## config.mk

```make
export PLATFORM = sky130hd
export DESIGN_NAME = acc_alu_unit
export DESIGN_NICKNAME = d
export VERILOG_FILES = /design/src/rtl/acc_alu_pkg.sv /design/src/rtl/acc_alu_arith.sv /design/src/rtl/acc_alu_bitops.sv /design/src/rtl/acc_alu_unit.sv
export SDC_FILE = /design/constraint.sdc
export NUM_CORES = 1
export LEC_CHECK = 0
export ABC_AREA = 1
export BUFFER_PORTS_ARGS = -buffer_cell sky130_fd_sc_hd__buf_2
export CAP_MARGIN = 40
export CORE_ASPECT_RATIO = 1.1
export CORE_MARGIN = 5
export CORE_UTILIZATION = 50
export DETAILED_ROUTE_END_ITERATION = 10
export GPL_TIMING_DRIVEN = 0
export PLACE_DENSITY = 0.83
export SLEW_MARGIN = 5
export SYNTH_ARGS = -nofsm -noshare
export SYNTH_HDL_FRONTEND = slang
export SYNTH_SLANG_ARGS = --single-unit
export TNS_END_PERCENT = 100
```

## constraint.sdc

```tcl
create_clock -name clk -period 9.2 [get_ports clk]
set_clock_uncertainty 0.05 [all_clocks]
set_input_delay 0.92 -clock clk [delete_from_list [all_inputs] [get_ports clk]]
set_output_delay 0.92 -clock clk [all_outputs]
set_load 0.02 [all_outputs]
```

## src/rtl/acc_alu_pkg.sv

```systemverilog
package acc_alu_pkg;

  localparam int unsigned ACC_W  = 8;
  localparam int unsigned HALF_W = ACC_W / 2;

  typedef logic [ACC_W-1:0]  acc_t;
  typedef logic [HALF_W-1:0] half_t;

  localparam half_t DIGIT_FIX = half_t'(6);

  typedef enum logic [3:0] {
    OP_ADD  = 4'd0,
    OP_ADDC = 4'd1,
    OP_SUBC = 4'd2,
    OP_AND  = 4'd3,
    OP_OR   = 4'd4,
    OP_XOR  = 4'd5,
    OP_CLR  = 4'd6,
    OP_INC  = 4'd7,
    OP_DEC  = 4'd8,
    OP_RRC  = 4'd9,
    OP_SWAP = 4'd10,
    OP_SETC = 4'd11,
    OP_CLRC = 4'd12,
    OP_DCOR = 4'd13
  } alu_op_e;

  typedef struct packed {
    acc_t sum;
    logic cout;
    logic hout;
  } add_res_t;

  // Two half-width adders chained, so the half carry is a real wire.
  function automatic add_res_t add_chain(acc_t a, acc_t b, logic cin);
    logic [HALF_W:0] lo;
    logic [HALF_W:0] hi;
    add_res_t        r;
    lo = {1'b0, a[HALF_W-1:0]} + {1'b0, b[HALF_W-1:0]} + {{HALF_W{1'b0}}, cin};
    hi = {1'b0, a[ACC_W-1:HALF_W]} + {1'b0, b[ACC_W-1:HALF_W]}
       + {{HALF_W{1'b0}}, lo[HALF_W]};
    r.sum  = {hi[HALF_W-1:0], lo[HALF_W-1:0]};
    r.cout = hi[HALF_W];
    r.hout = lo[HALF_W];
    return r;
  endfunction

  // Remove the 6 bias from each digit that did not carry.
  function automatic acc_t dec_adjust(acc_t a, logic c, logic hc);
    half_t lo;
    half_t hi;
    lo = a[HALF_W-1:0];
    hi = a[ACC_W-1:HALF_W];
    if (!hc) lo = lo - DIGIT_FIX;
    if (!c)  hi = hi - DIGIT_FIX;
    return {hi, lo};
  endfunction

  function automatic acc_t swap_halves(acc_t a);
    return {a[HALF_W-1:0], a[ACC_W-1:HALF_W]};
  endfunction

endpackage

```

## src/rtl/acc_alu_arith.sv

```systemverilog
module acc_alu_arith
  import acc_alu_pkg::*;
(
  input  alu_op_e op,
  input  acc_t    acc,
  input  acc_t    operand,
  input  logic    c_in,
  input  logic    hc_in,
  output acc_t    sum_o,
  output logic    cout_o,
  output logic    hout_o,
  output acc_t    dcor_o
);

  acc_t     addend;
  logic     carry_in;
  add_res_t add_r;

  // One adder serves add, add with carry, subtract, increment, decrement.
  always_comb begin
    addend   = operand;
    carry_in = 1'b0;
    case (op)
      OP_ADDC: carry_in = c_in;
      OP_SUBC: begin
        addend   = ~operand;
        carry_in = c_in;
      end
      OP_INC:  addend = acc_t'(1);
      OP_DEC:  addend = '1;
      default: ;
    endcase
  end

  assign add_r  = add_chain(acc, addend, carry_in);
  assign sum_o  = add_r.sum;
  assign cout_o = add_r.cout;
  assign hout_o = add_r.hout;
  assign dcor_o = dec_adjust(acc, c_in, hc_in);

endmodule

```

## src/rtl/acc_alu_bitops.sv

```systemverilog
module acc_alu_bitops
  import acc_alu_pkg::*;
(
  input  alu_op_e op,
  input  acc_t    acc,
  input  acc_t    operand,
  input  logic    c_in,
  output acc_t    res_o,
  output logic    rot_c_o
);

  always_comb begin
    res_o = acc;
    case (op)
      OP_AND:  res_o = acc & operand;
      OP_OR:   res_o = acc | operand;
      OP_XOR:  res_o = acc ^ operand;
      OP_CLR:  res_o = '0;
      OP_SWAP: res_o = swap_halves(acc);
      OP_RRC:  res_o = {c_in, acc[ACC_W-1:1]};
      default: ;
    endcase
  end

  assign rot_c_o = acc[0];

endmodule

```

## src/rtl/acc_alu_unit.sv

```systemverilog
module acc_alu_unit
  import acc_alu_pkg::*;
(
  input  logic             clk,
  input  logic             rst,
  input  logic             op_en,
  input  logic [3:0]       op_code,
  input  logic [ACC_W-1:0] operand,
  output logic [ACC_W-1:0] acc_q,
  output logic             carry_q,
  output logic             hcarry_q
);

  alu_op_e op_e;
  acc_t    arith_sum;
  logic    arith_cout;
  logic    arith_hout;
  acc_t    dcor_val;
  acc_t    bit_res;
  logic    rot_c;

  acc_t    acc_d;
  logic    c_d;
  logic    hc_d;

  // Named events for the checker.
  logic    is_reserved;
  logic    flag_wr;

  assign op_e        = alu_op_e'(op_code);
  assign is_reserved = (op_code > 4'd13);
  assign flag_wr     = op_en && (op_e == OP_ADDC || op_e == OP_SUBC ||
                                 op_e == OP_RRC  || op_e == OP_SETC ||
                                 op_e == OP_CLRC);

  acc_alu_arith arith_i (
    .op      (op_e),
    .acc     (acc_q),
    .operand (operand),
    .c_in    (carry_q),
    .hc_in   (hcarry_q),
    .sum_o   (arith_sum),
    .cout_o  (arith_cout),
    .hout_o  (arith_hout),
    .dcor_o  (dcor_val)
  );

  acc_alu_bitops bitops_i (
    .op      (op_e),
    .acc     (acc_q),
    .operand (operand),
    .c_in    (carry_q),
    .res_o   (bit_res),
    .rot_c_o (rot_c)
  );

  always_comb begin
    acc_d = acc_q;
    c_d   = carry_q;
    hc_d  = hcarry_q;
    if (op_en && !is_reserved) begin
      case (op_e)
        OP_ADD, OP_INC, OP_DEC: acc_d = arith_sum;
        OP_ADDC, OP_SUBC: begin
          acc_d = arith_sum;
          c_d   = arith_cout;
          hc_d  = arith_hout;
        end
        OP_AND, OP_OR, OP_XOR, OP_CLR, OP_SWAP: acc_d = bit_res;
        OP_RRC: begin
          acc_d = bit_res;
          c_d   = rot_c;
        end
        OP_SETC: begin
          c_d  = 1'b1;
          hc_d = 1'b1;
        end
        OP_CLRC: begin
          c_d  = 1'b0;
          hc_d = 1'b0;
        end
        OP_DCOR: acc_d = dcor_val;
        default: ;
      endcase
    end
  end

  always_ff @(posedge clk) begin
    if (rst) begin
      acc_q    <= '0;
      carry_q  <= 1'b0;
      hcarry_q <= 1'b0;
    end else begin
      acc_q    <= acc_d;
      carry_q  <= c_d;
      hcarry_q <= hc_d;
    end
  end

endmodule

```

==> results of run 1 <==
-- final timing paths --
kind | startpoint | cells after the start | to | slack [ns]
min | acc_q[4] | 2 | acc_q[4] | 0.54
min reg2reg | acc_q[4] | 2 | acc_q[4] | 0.54
max reg2reg | acc_q[0] | 13 | acc_q[6] | 6.14
max | op_code[1] | 17 | acc_q[6] | 4.94
-- routing by layer --
layer | global-route usage (%) | wire (um) | share of wire, %
met5 | 0 | 0 | 0
met4 | 5.63 | 44 | 0.96
met3 | 3.85 | 210 | 4.6
met2 | 34.4 | 2230 | 49
met1 | 26.5 | 2080 | 46
-- kinds of logic after synthesis --
logic type	share of synthesized area (%)
AOI/OAI and AO/OA	19.7
xor gates and xnor gates	3.20
adders and majority gates	23.2
buffers and inverters	10.5
DFF	12.2
and+or+nand+nor	31.2
-- critical path, cell delays in order --
cell and delay, ns:
buf_2 0.12, nor2_1 0.30, nand2_1 0.25, nand3_1 0.29, o21ai_0 0.16, fa_1 0.46
fa_1 0.42, nor2_1 0.12, a211oi_1 0.08, fa_1 0.40, inv_1 0.12, fa_1 0.22
xor2_1 0.18, nand4_1 0.11, nand2_1 0.08, nand2_1 0.05, a21oi_1 0.11
-- state kept, by name, summed over array words and instances (netlist names) --
signal / count
acc_q: 8
hcarry_q: 1
carry_q: 1
-- final cells by class --
cell class,count,area [sq um],area share (%)
inverters,44,165,8.98
flip-flops and latches,10,200,10.9
well taps,34,42.5,2.31
clock buffers,4,36.3,1.97
plain buffers,1,7.51,0.408
multi-input cells,219,1270,68.9
repair buffers,24,120,6.53
-- placed cells by master (no fill, tap or decap), types with 4 or more instances in the layout --
cell / instances
a21oi_1: 13
buf_2: 24
dfxtp_1: 10
fa_1: 4
ha_1: 24
inv_1: 43
nand2_1: 74
nand3_1: 10
nor2_1: 36
o211ai_1: 7
o21ai_0: 31
xnor2_1: 4
-- where the power goes --
group          internal [mW]  switching (mW)
clock network         0.0241          0.0174
logic                 0.0387          0.0643
registers             0.0484          0.0100
-- stage by stage --
stage | instances | area (sq um) | power [mW]
2_1_floorplan | 274 | 1640 | 0.130
3_3_place_gp | 332 | 1800 | 0.157
3_5_place_dp | 332 | 1800 | 0.161
4_1_cts | 336 | 1840 | 0.203
5_1_grt | 336 | 1840 | 0.222
6_report | 336 | 1840 | 0.203
==> results.cfg, run 1 <==
[run_status]
outcome = finished clean

[sta]
slew_violations = 0
rsz0062_at_grt = no
finalSetupTns_ns = 0
whs_ns = 0.540
finalWorstSetupSlack_ns = 4.94
period_share_pct = 46.3
setup_violations = 0
max_freq_mhz = 235
worst_slew_pin_slew_ns = 0.573
relSlewSlack_pct = 61.7
hold_viol = 0
timing.final.crit_period_ns = 4.26

[floorplan]
die_y_um = 70.1
row_count = 21
die-area_sq_um = 4530
fp.coreArea_sq_um = 3100
initial_core_util_pct = 52.9
die_x_um = 64.6
boundaryPins = 25

[power]
powerDensity_nw_per_um2 = 110
vdd_drop_max_mv = 0.0976
p_leak_nw = 0.979

[synth]
ys.flop_type = dfxtp_1
async_flop_share_pct = 0
synthTopCellsByCount = nand2_1, inv_1, nor2_1
synth_nets = 317
synth.most_common_cell = nand2_1
ys_top_cells_by_area = ha_1, nand2_1, dfxtp_1, inv_1, o21ai_0
avgSynthCellArea_sq_um = 5.99
synth_cell_types = 25
synth-edff-count = 0
yosysWarnings = 0
netlist_area_sq_um = 1640
synthCells = 274
yosysTopAreaCell = ha_1
ys_seq_area_share_pct = 12.2
synth_seq_cells = 10
yosys.area.top_type_share_pct = 18.3

[global_route]
groute.usage.overall_pct = 20.5
antenna_found_initial = 0
grt_pass1_wl_um = 7320
grt.overflow.total = 0
grt_start_max_net_pins = 10
grt_pass1_vias = 1613

[detailed_routing]
drt-pass1-iter-count = 4
viasPerCell = 5.43
routedWlPerCell_um = 13.6
dr_total_vias = 1823
drc = 0
drtIter0Drc = 132
postRouteAntennaNets = 0
drt_wl_total_um = 4570

[placed_design]
dp_hpwl_um = 3660
port_buffers = 24
place_congestion = 0.945
place_ws_ns = 4.68

[worst_setup_path]
start_kind = primary input
cp_max_fo = 8
cp.arrival_ns = 4.41
worst-setup-path-type = primary input to register
cp.required_ns = 9.35
crit_path_end_kind = register

[clock_network]
ctsLongestPathBuffers = 2
cts_max_level = 1
cts-hold-fix-buffers = 0
clock_latency_ns = 0.27
clk_pin_slew_ns = 0.08
cts_tree = done
cts_inserted_buffers = 3
cts-root-buf = clkbuf_4
cts.sinks = 10
cts_setup_buffers = 0
cts_resized = 0

[min_path]
holdCritPathClass = register to register

[finish]
utilization_pct = 59.3
final_nets = 346
antennaDiodeCount = 0
nFillCells = 332
post_route_cells_drive_above_1_share_pct = 11.6
syn_to_final_growth_pct = 12.1

[job]
drv_cap = 0
Power figures use the tool's default switching activity.
==> run 2, diff against run 1 <==
- PLACE_DENSITY: 0.83 -> 0.85
- clock period: 9.2 -> 3.7 ns (I/O delays scaled with it)
==> results.cfg, run 2 (synthesized netlist as in run 1, its figures left out) <==
[finish]
largestRegisters = acc_q: 8 flops, carry_q: 1 flops, hcarry_q: 1 flops
nFillCells = 303
largest_reg_flops = 8
final_common_cell = nand2_1
largest_register = acc_q
post_route_cells_drive_above_1_share_pct = 12.9
syn_to_final_growth_pct = 13.0
final_cell_mix = nand2_1, inv_1, nor2_1
final_nets = 346
antennaDiodeCount = 0

[detailed_routing]
highest_layer = met4
met2WireLength_um = 2110
viasPerCell = 5.38
met1Wirelength_um = 1990
drt-pass1-iter-count = 4
routedWlPerCell_um = 13.3
drt_wl_total_um = 4490
drtIter0Drc = 142
met3_length_um = 354
postRouteAntennaNets = 0
dr_total_vias = 1808
drc = 0

[sta]
slew_violations = 0
period_share_pct = 91.2
relSlewSlack_pct = 61.8
finalWorstSetupSlack_ns = 0.325
rsz0062_at_grt = no
hold_viol = 0
setup_violations = 0
worst_slew_pin_slew_ns = 0.571
whs_ns = 0.244
max_freq_mhz = 296
timing.final.crit_period_ns = 3.38

[worst_setup_path]
r2r_start = acc_q[0]
critPathTopFamily = adder cells
worst-path-buf-inv = 2
worstPathCellList = buf_2 > nor2_2 > nand2_2 > nand3_2 > o21ai_1 > fa_1 > fa_1 > nor2_1 > a211oi_2 > fa_1 > inv_1 > fa_1 > xor2_1 > nand4_1 > nand2_1 > nand2_1 > a21oi_1
path_depth = 17
crit_start = op_code[1]
cp_max_fo = 8
cpPeakStageDelay_ns = 0.45
worst-setup-path-type = primary input to register
crit_end = acc_q[6]
cp.arrival_ns = 3.53
r2r_cells = 13
slowest_stage = fa_1
rr_endpoint = acc_q[6]
rrSetupSlack_ns = 0.67
cp.required_ns = 3.86
cp_common_cell = fa_1
start_kind = primary input
crit_path_end_kind = register

[power]
p_comb_share_pct = 50.7
powerDensity_nw_per_um2 = 272
p_int_mw = 0.277
power_switching_mw = 0.227
swShare_pct = 45.0
p_clk_share_pct = 20.6
power_mw = 0.504
vdd_drop_max_mv = 0.288
power_frac_seq_pct = 28.7
p_leak_nw = 0.987

[global_route]
groute.usage.overall_pct = 20.5
grt_start_max_net_pins = 10
grt.overflow.total = 0
grt_pass1_wl_um = 7490
grt_pass1_vias = 1691
antenna_found_initial = 0

[run_status]
outcome = finished clean

[floorplan]
boundaryPins = 25
die_x_um = 64.6
initial_core_util_pct = 52.9
fp.coreArea_sq_um = 3100
row_count = 21
die-area_sq_um = 4530
die_y_um = 70.1

[clock_network]
clk_pin_slew_ns = 0.07
cts-hold-fix-buffers = 0
cts_tree = done
cts-root-buf = clkbuf_4
cts_setup_buffers = 0
cts_resized = 0
cts.sinks = 10
ctsLongestPathBuffers = 2
cts_inserted_buffers = 3
clock_latency_ns = 0.28
cts_max_level = 1

[placed_design]
dp_hpwl_um = 3630
place_congestion = 0.950
port_buffers = 24
place_ws_ns = -0.230

[job]
drv_cap = 0

[min_path]
holdCritPathClass = primary input to register
[run 2: cell counts in the layout (fill, tap and decap cells not counted)]
Identical to the previous run, type by type.
[run 2: how the worst min path moves through the flow]
stage                     startpoint  endpoint  slack [ns]  depth (start not counted)
after floorplan                  rst  acc_q[6]        0.39                          1
after global placement      hcarry_q  hcarry_q        0.50                          3
after detailed placement    hcarry_q  hcarry_q        0.51                          3
after CTS                        rst  acc_q[6]        0.24                          2
after global routing             rst  acc_q[6]        0.25                          2
final                            rst  acc_q[6]        0.24                          2
[run 2: stage by stage]
| step | std cells | utilization [%] | area, sq um | setup TNS [ns] |
|---|---|---|---|---|
| after global routing | 336 | 59.8 | 1850 | 0 |
| final | 336 | 59.8 | 1850 | 0 |
| after global placement | 332 | 58.2 | 1800 | -0.556 |
| after CTS | 336 | 59.3 | 1840 | 0 |
| after detailed placement | 332 | 58.2 | 1800 | -0.704 |
| after floorplan | 274 | - | 1640 | 0 |
[run 2: cell type report]
type	instances	area (sq um)	share of cell area, %
Multi-Input combinational cell	219	1280	69.2
Inverter	44	165	8.91
Tap cell	34	42.5	2.29
Sequential cell	10	200	10.8
Timing Repair Buffer	24	120	6.48
Clock buffer	4	36.3	1.96
Buffer	1	7.51	0.405
[run 2: worst reg2reg max path, cell delays in order (launching register included)]
cell and delay (ns):
dfxtp_1 0.41, inv_1 0.13, fa_1 0.49, fa_1 0.42, nor2_1 0.15, a211oi_2 0.07, fa_1 0.38, inv_1 0.11
fa_1 0.22, xor2_1 0.18, nand4_1 0.11, nand2_1 0.09, nand2_1 0.05, a21oi_1 0.12
[run 2: layer usage]
metal,track usage [%],vias to the layer above
met3,4.33,4
met5,0,-
met4,5.63,0
li1,-,939
met2,34.2,72
met1,26.6,793
[run 2: power by group through the flow]
stage | clock network (mW) | registers (mW) | logic [mW]
2_1_floorplan | 0 | 0.154 | 0.168
3_3_place_gp | 0 | 0.147 | 0.244
3_5_place_dp | 0 | 0.147 | 0.249
4_1_cts | 0.104 | 0.145 | 0.251
5_1_grt | 0.113 | 0.148 | 0.292
6_report | 0.104 | 0.145 | 0.255
==> run 3, diff against run 2 <==
==> constraint.sdc (replaced) <==
create_clock -name clk -period 3.7 [get_ports clk]
set_clock_uncertainty 0.05 [all_clocks]
set_input_delay 0.185 -clock clk [delete_from_list [all_inputs] [get_ports clk]]
set_output_delay 0.185 -clock clk [all_outputs]
set_load 0.02 [all_outputs]
==> results.cfg, run 3 (synthesized netlist as in run 1, its figures left out) <==
[run_status]
outcome = finished clean

[global_route]
groute.usage.overall_pct = 20.5
antenna_found_initial = 0
grt.overflow.total = 0
grt_pass1_wl_um = 7490
grt_start_max_net_pins = 10
grt_pass1_vias = 1691

[finish]
nFillCells = 306
final_cell_mix = nand2_1, inv_1, nor2_1
largest_register = acc_q
antennaDiodeCount = 0
post_route_cells_drive_above_1_share_pct = 11.9
syn_to_final_growth_pct = 12.3
final_nets = 346
largest_reg_flops = 8
largestRegisters = acc_q: 8 flops, carry_q: 1 flops, hcarry_q: 1 flops
fin_cells = 336
utilization_pct = 59.4
final_common_cell = nand2_1

[floorplan]
die_y_um = 70.1
die-area_sq_um = 4530
row_count = 21
boundaryPins = 25
fp.coreArea_sq_um = 3100
die_x_um = 64.6
initial_core_util_pct = 52.9

[clock_network]
cts_setup_buffers = 0
clk_pin_slew_ns = 0.07
cts.sinks = 10
cts-hold-fix-buffers = 0
cts_resized = 0
cts-root-buf = clkbuf_4
cts_tree = done
cts_max_level = 1
clock_latency_ns = 0.28
ctsLongestPathBuffers = 2
cts_inserted_buffers = 3

[detailed_routing]
viasPerCell = 5.43
routedWlPerCell_um = 13.4
drtIter0Drc = 107
postRouteAntennaNets = 0
dr_total_vias = 1826
drt-pass1-iter-count = 4
drc = 0
drt_wl_total_um = 4500

[worst_setup_path]
r2r_start = acc_q[0]
cp_max_fo = 8
start_kind = primary input
cp_common_cell = fa_1
worstPathCellList = buf_2 > nor2_2 > nand2_1 > nand3_1 > o21ai_1 > fa_1 > fa_1 > nor2_1 > a211oi_1 > fa_1 > inv_1 > fa_1 > xor2_1 > nand4_1 > nand2_1 > nand2_1 > a21oi_1
rrSetupSlack_ns = 0.66
worst-setup-path-type = primary input to register
path_depth = 17
critPathTopFamily = adder cells
slowest_stage = fa_1
cp.arrival_ns = 3.53
crit_path_end_kind = register
r2r_cells = 13
crit_start = op_code[1]
cpPeakStageDelay_ns = 0.45
worst-path-buf-inv = 2
crit_end = acc_q[6]
rr_endpoint = acc_q[6]
cp.required_ns = 3.85

[sta]
setup_violations = 0
max_freq_mhz = 296
hold_viol = 0
period_share_pct = 91.4
timing.final.crit_period_ns = 3.38
worst_slew_pin_slew_ns = 0.564
rsz0062_at_grt = no
relSlewSlack_pct = 62.3
finalSetupTns_ns = 0
slew_violations = 0
finalWorstSetupSlack_ns = 0.319

[placed_design]
place_congestion = 0.950
port_buffers = 24
dp.cells = 332
dp_hpwl_um = 3630
place_ws_ns = -0.0451

[power]
vdd_drop_max_mv = 0.288
p_leak_nw = 0.979
powerDensity_nw_per_um2 = 274

[min_path]
holdCritPathClass = primary input to register

[job]
drv_cap = 0
## run 3: cell type report
type | instances | area [sq um] | share of cell area, %
tap | 34 | 42.5 | 2.31
inverter | 44 | 165 | 8.97
clock buffer | 4 | 36.3 | 1.97
buffer | 1 | 7.51 | 0.408
sequential | 10 | 200 | 10.9
timing repair buffer | 24 | 120 | 6.52
multi-input combinational | 219 | 1270 | 69.0
## run 3: worst min path at each step
stage,start,endpoint,slack (ns),cells after the start
after floorplan,rst,acc_q[6],0.20,1
after global placement,rst,acc_q[6],0.35,2
after detailed placement,rst,acc_q[6],0.34,2
after CTS,rst,acc_q[6],0.06,2
after global routing,rst,acc_q[6],0.07,2
final,rst,acc_q[6],0.06,2
## run 3: metrics by stage
| stage | area, sq um | hold slack, ns | power [mW] |
|---|---|---|---|
| finish | 1840 | 0.0613 | 0.504 |
| global route | 1840 | 0.0694 | 0.549 |
| CTS | 1840 | 0.0590 | 0.500 |
| detailed placement | 1800 | 0.341 | 0.396 |
| global placement | 1800 | 0.348 | 0.391 |
| floorplan | 1640 | 0.204 | 0.322 |
## run 3: routing by layer
metal  part of all wire (%)  global-route usage, %  up-vias
met5                      0                      0        -
met4                    2.0                   5.63        0
met3                    7.8                   4.33        8
met2                     46                   34.2       74
met1                     44                   26.6      807
li1                       -                      -      937
## run 3: worst register-to-register path, stage by stage, from the launching register on
cell and delay (ns):
dfxtp_1 0.41, inv_1 0.13, fa_1 0.49, fa_1 0.42
nor2_1 0.12, a211oi_1 0.08, fa_1 0.39, inv_1 0.11
fa_1 0.22, xor2_1 0.18, nand4_1 0.11, nand2_1 0.08
nand2_1 0.05, a21oi_1 0.12
## run 3: report_power, final
group	leakage, nW	switching [mW]	internal [mW]	total (mW)
registers	0.0826	0.0253	0.120	0.146
clock network	0.0210	0.0455	0.0598	0.105
logic	0.876	0.158	0.0953	0.253
